`config.mk`:
```
export PLATFORM = sky130hd
export DESIGN_NAME = warp_issue_sched
export DESIGN_NICKNAME = d
export VERILOG_FILES = /design/src/rtl/warp_sched_pkg.sv /design/src/rtl/wis_warp_slot.sv /design/src/rtl/wis_rr_pick.sv /design/src/rtl/warp_issue_sched.sv
export SDC_FILE = /design/constraint.sdc
export NUM_CORES = 1
export LEC_CHECK = 0
export CAP_MARGIN = 10
export CELL_PAD_IN_SITES_DETAIL_PLACEMENT = 2
export CELL_PAD_IN_SITES_GLOBAL_PLACEMENT = 2
export CORE_UTILIZATION = 34
export DETAILED_ROUTE_END_ITERATION = 10
export PLACE_DENSITY = 0.9
export SYNTH_ARGS = -nofsm -noshare
export SYNTH_HDL_FRONTEND = slang
export SYNTH_SLANG_ARGS = --single-unit
```
`constraint.sdc`:
```
create_clock -name clk -period 8.15 [get_ports clk]
set_clock_uncertainty 0.1 [all_clocks]
set_input_delay 1.63 -clock clk [delete_from_list [all_inputs] [get_ports clk]]
set_output_delay 1.63 -clock clk [all_outputs]
set_load 0.02 [all_outputs]
```
`src/rtl/warp_sched_pkg.sv`:
```
package warp_sched_pkg;

    // per-warp scheduling state
    typedef struct packed {
        logic in_flight;
        logic parked;
    } slot_state_t;

endpackage

```
`src/rtl/wis_warp_slot.sv`:
```
module wis_warp_slot
    import warp_sched_pkg::*;
(
    input  logic clk,
    input  logic rst_n,
    input  logic valid_i,
    input  logic ready_i,
    input  logic issue_i,
    input  logic retire_i,
    input  logic miss_i,
    input  logic fill_i,
    output logic eligible_o,
    output logic in_flight_o,
    output logic parked_o
);

    slot_state_t st_d, st_q;

    always_comb begin
        st_d = st_q;
        // retire or miss take the instruction out of the pipeline
        if (retire_i || miss_i) begin
            st_d.in_flight = 1'b0;
        end
        // an issue only happens to a warp with nothing in flight
        if (issue_i) begin
            st_d.in_flight = 1'b1;
        end
        // a miss wins over a fill for the same warp
        if (miss_i) begin
            st_d.parked = 1'b1;
        end else if (fill_i) begin
            st_d.parked = 1'b0;
        end
    end

    always_ff @(posedge clk) begin
        if (!rst_n) begin
            st_q <= '0;
        end else begin
            st_q <= st_d;
        end
    end

    assign eligible_o  = valid_i && ready_i && !st_q.in_flight && !st_q.parked;
    assign in_flight_o = st_q.in_flight;
    assign parked_o    = st_q.parked;

endmodule

```
`src/rtl/wis_rr_pick.sv`:
```
module wis_rr_pick #(
    parameter int NUM_WARPS = 8,
    localparam int WID_W    = $clog2(NUM_WARPS)
) (
    input  logic [NUM_WARPS-1:0] eligible_i,
    input  logic [WID_W-1:0]     last_i,
    output logic                 found_o,
    output logic [WID_W-1:0]     pick_o
);

    always_comb begin
        found_o = 1'b0;
        pick_o  = '0;
        for (int off = 1; off <= NUM_WARPS; off++) begin
            int idx;
            idx = int'(last_i) + off;
            if (idx >= NUM_WARPS) begin
                idx = idx - NUM_WARPS;
            end
            if (!found_o && eligible_i[idx]) begin
                found_o = 1'b1;
                pick_o  = WID_W'(idx);
            end
        end
    end

endmodule

```
`src/rtl/warp_issue_sched.sv`:
```
module warp_issue_sched #(
    parameter int NUM_WARPS = 8,
    localparam int WID_W    = $clog2(NUM_WARPS)
) (
    input  logic                 clk,
    input  logic                 rst_n,
    input  logic [NUM_WARPS-1:0] warp_valid_i,
    input  logic [NUM_WARPS-1:0] warp_ready_i,
    input  logic                 pipe_accept_i,
    input  logic                 retire_valid_i,
    input  logic [WID_W-1:0]     retire_wid_i,
    input  logic                 miss_valid_i,
    input  logic [WID_W-1:0]     miss_wid_i,
    input  logic                 fill_valid_i,
    input  logic [WID_W-1:0]     fill_wid_i,
    output logic                 grant_valid_o,
    output logic [WID_W-1:0]     grant_wid_o
);

    typedef struct packed {
        logic [WID_W-1:0] last;
    } top_state_t;

    top_state_t st_d, st_q;

    logic [NUM_WARPS-1:0] eligible;
    logic [NUM_WARPS-1:0] in_flight_q;
    logic [NUM_WARPS-1:0] parked_q;
    logic                 found;
    logic [WID_W-1:0]     pick;

    for (genvar w = 0; w < NUM_WARPS; w++) begin : g_slot
        wis_warp_slot u_slot (
            .clk         (clk),
            .rst_n       (rst_n),
            .valid_i     (warp_valid_i[w]),
            .ready_i     (warp_ready_i[w]),
            .issue_i     (grant_valid_o && (grant_wid_o == WID_W'(w))),
            .retire_i    (retire_valid_i && (retire_wid_i == WID_W'(w))),
            .miss_i      (miss_valid_i && (miss_wid_i == WID_W'(w))),
            .fill_i      (fill_valid_i && (fill_wid_i == WID_W'(w))),
            .eligible_o  (eligible[w]),
            .in_flight_o (in_flight_q[w]),
            .parked_o    (parked_q[w])
        );
    end

    wis_rr_pick #(.NUM_WARPS(NUM_WARPS)) u_pick (
        .eligible_i (eligible),
        .last_i     (st_q.last),
        .found_o    (found),
        .pick_o     (pick)
    );

    always_comb begin
        st_d          = st_q;
        grant_valid_o = pipe_accept_i && found;
        grant_wid_o   = grant_valid_o ? pick : '0;
        if (grant_valid_o) begin
            st_d.last = pick;
        end
    end

    always_ff @(posedge clk) begin
        if (!rst_n) begin
            st_q.last <= WID_W'(NUM_WARPS - 1);
        end else begin
            st_q <= st_d;
        end
    end

endmodule

```
==> reports/qor_table.md <==
| Parameter | This run |
| --- | --- |
| Synth top area share | 18.38% |
| Final hold violations | 0 |
| Layout Utilization | 42.77% |
| Cells after synthesis | 247 |
| Slew at the pin closest to its max-slew limit | 0.7951 ns |
| Total Power Consumption | 0.0008935 W |
| Maximum VDD drop | 0.0002031 V |
| Die footprint | 6402 µm² |
| Cell Rows | 28 |
| Sinks on the clock net | 19 |
| Final-layout setup total negative slack | 0 ns |
| Post-cts gate resize count | 0 |
| Leak pwr | 0.8478 nW |
| Combined buffer and inverter count along the critical path | 3 |
| Main flop type after synthesis | dfxtp_1 |
| Die outline height | 80.02 µm |
| Synth Register Bits | 19 |
| Overflow left after global routing | 0 |
| Number of levels in the clock H-tree | 1 |
| Register clock-pin slew on the reported worst setup and hold paths | 0.07 ns |
| Net count after synthesis | 280 |
| DR iter-0 viols | 131 |
| Average detailed-routed wire length per instance | 24.87 µm |
| Max stage delay on crit path | 0.63 ns |
| Maximum count of clock buffers along a single path | 2 |
| Endpoint class of the critical path | output pin |
| Share of final-layout standard cells stronger than drive strength 1 | 15.05% |
| Post-synthesis cell area | 2069 µm² |
| Top layer in use | met4 |
| Final-stage net count | 313 |
| MaxCap Viol Count | 0 |
| Tightest slew margin relative to the limit | 46.92% |
| RSZ-0062 raised after global routing | no |
| Worst Slack Setup Final | 1.505 ns |
| Number of vias in the routed layout | 2338 |
| Worst hold path class | reg -> reg |
| Maximum clock frequency | 150.5 MHz |
| Post-synthesis share of cell area spent on full adders, half adders and majority gates | 1.209% |
| CTS root buffer | clkbuf_8 |
| DR DRC count | 0 |
| Area fraction in compound gates after synthesis | 35.49% |
| Final hold slack | 0.3899 ns |
| Run status | completed |
| TritonCTS clock tree | yes |
| Placeable core region | 5886 µm² |
| Post-layout minimum cycle time | 6.645 ns |
| PwrDens | 354.9 nW/µm² |
| Initial antenna violation count | 0 |
| Seq. cell area | 380.4 µm² |
| First-pass GRT wire length | 14.10 mm |
| Latest clock arrival within the worst-skew pair | 0.26 ns |
| Total detailed-routing wirelength | 8.804 mm |
| Syn-to-layout area delta | 21.64% |
| Post-CTS Setup Bufs | 0 |
| Post-synthesis cell type count | 64 |
| Antenna diode instance count | 0 |
| Most frequent standard cell in the layout excluding fill and tap cells | clkdlybuf4s50_1 |
| Total of buffers placed on input and output ports | 34 |
| Multi-input gate area | 1620 µm² |
| Wire length on met1 | 3.954 mm |
| Avg Vias per Cell | 6.605 |
| Fin crit share | 81.53% |
| Critical path fanouts, max | 6 |
| Multiplexer share of the synthesized area | 6.771% |
| Count of pins over their slew limit | 0 |
| Async set-reset flop share out of synthesis | 0% |
| Sequential-to-total area share from yosys stat | 18.38% |
| Simple-gate portion of the synthesized area | 32.29% |
| Via count of the first global-routing pass | 2503 |
| Library cell with the largest summed area after synthesis | dfxtp_1 |
| Most area-consuming cells after synthesis | dfxtp_1, and4bb_2, mux4_2 |
| Routability Congestion | 0.8558 |
| Setup slack at placement | 1.564 ns |
| Die Width | 80.02 µm |
| Total number of yosys warnings | 0 |
| Fillcell total | 682 |
| Largest net degree at the start of global routing | 20 |
| Effective utilization at floorplan | 35.16% |
| Critical Path RT | 6.42 ns |
| Overall Global Routing Usage | 29.06% |
| Arrival time of the worst setup path | 4.91 ns |
| CP Class | in -> out |
| Number of synthesized flops with an enable pin | 0 |
| Family with the most delay on the worst path | buffers and inverters |
| Total length of routed met2 wires | 4.318 mm |
| Dominant combinational cell family by area after synthesis | compound AO/OA/AOI/OAI gates |
| Sum of net half-perimeters after detailed placement | 7.267 mm |
| CP startpoint kind | input pin |
| Syn avg cell area | 8.378 µm² |
| Pre-antenna DRT Iters | 4 |
| Highest-count cells in the layout ignoring fill and taps | clkdlybuf4s50_1, dfxtp_1, a21oi_1 |
| Amount of wire on met3 after detailed routing | 353 µm |
| Hold bufs inserted after CTS | 0 |
| Slowest cell on the critical path | mux4_2 |
| Share of the synthesized netlist area taken by xor and xnor gates | 2.539% |
| Clock buffers created by TritonCTS | 3 |
| Series of cell instances along the critical path | clkdlybuf4s50_1, nand4bb_1, mux4_2, a31oi_1, a21oi_1, or3_1, a21oi_1, o211ai_2, inv_2, clkdlybuf4s50_1 |
| I/O pin count | 35 |
| Final ANT Viol Nets | 0 |
| Final setup vio count | 0 |
==> power by group <==
part | total [W] | switching, W | internal (W)
clock network | 0.0000680 | 0.0000335 | 0.0000345
logic | 0.000681 | 0.000411 | 0.000270
registers | 0.000144 | 0.0000343 | 0.000110
total | 0.000893 | 0.000479 | 0.000415
==> final cells by class <==
type                       count  area share (%)
inverter                       7           1.044
sequential                    19           15.11
clock inverter                 1          0.2982
clock buffer                   3           1.640
timing repair buffer          35           13.82
tap                           75           3.728
multi-input combinational    214           64.36
==> worst paths after layout <==
path / from / endpoint / slack [ns] / cells after the start
hold reg to reg: g_slot[0].u_slot.in_flight_o / g_slot[0].u_slot.in_flight_o / 0.39 / 2
setup reg to reg: st_q[1] / g_slot[6].u_slot.in_flight_o / 3.95 / 10
hold / removal: g_slot[0].u_slot.in_flight_o / g_slot[0].u_slot.in_flight_o / 0.39 / 2
setup / recovery: warp_valid_i[7] / grant_wid_o[2] / 1.51 / 10
==> logic make-up (layout without fill, tap and decap cells) <==
kind of cell	Yosys count	count (layout)
and+or+nand+nor	101	101
AOI/OAI and AO/OA	96	96
DFF	19	19
buffers and inverters	14	46
muxes	9	9
xor gates and xnor gates	6	6
adders and majority gates	2	2
==> through the flow <==
| step | cells | cell area, µm² |
|---|---|---|
| floorplan | 247 | 2069 |
| global placement | 350 | 2469 |
| detailed placement | 350 | 2469 |
| CTS | 354 | 2517 |
| global route | 354 | 2517 |
| finish | 354 | 2517 |
==> worst min-delay path, cell delays in order, from the launching register on <==
cell,delay [ns]
dfxtp_1,0.32
nand3_1,0.06
o31ai_1,0.06
==> layer usage <==
metal	global-route usage, %	vias up
li1	-	1058
met1	37.87	1179
met2	50.43	85
met3	2.171	16
met4	9.107	0
met5	0	-
==> registers in the layout (all words and copies together) (netlist names) <==
register,cells
g_slot.u_slot.parked_o,8
g_slot.u_slot.in_flight_o,8
st_q,3
==> Yosys cell counts, drive strengths merged (6+ instances only) <==
library cell and count:
nand2 13, nand2b 7, dfxtp 19, and4bb 8, nand4bb 8, a21oi 15
nor2b 7, o211ai 8, nor2 15, o22ai 14, o31ai 10, nand3 10
nand4 14, inv 6, o21ai 18
(Power assumes the default switching activity.)
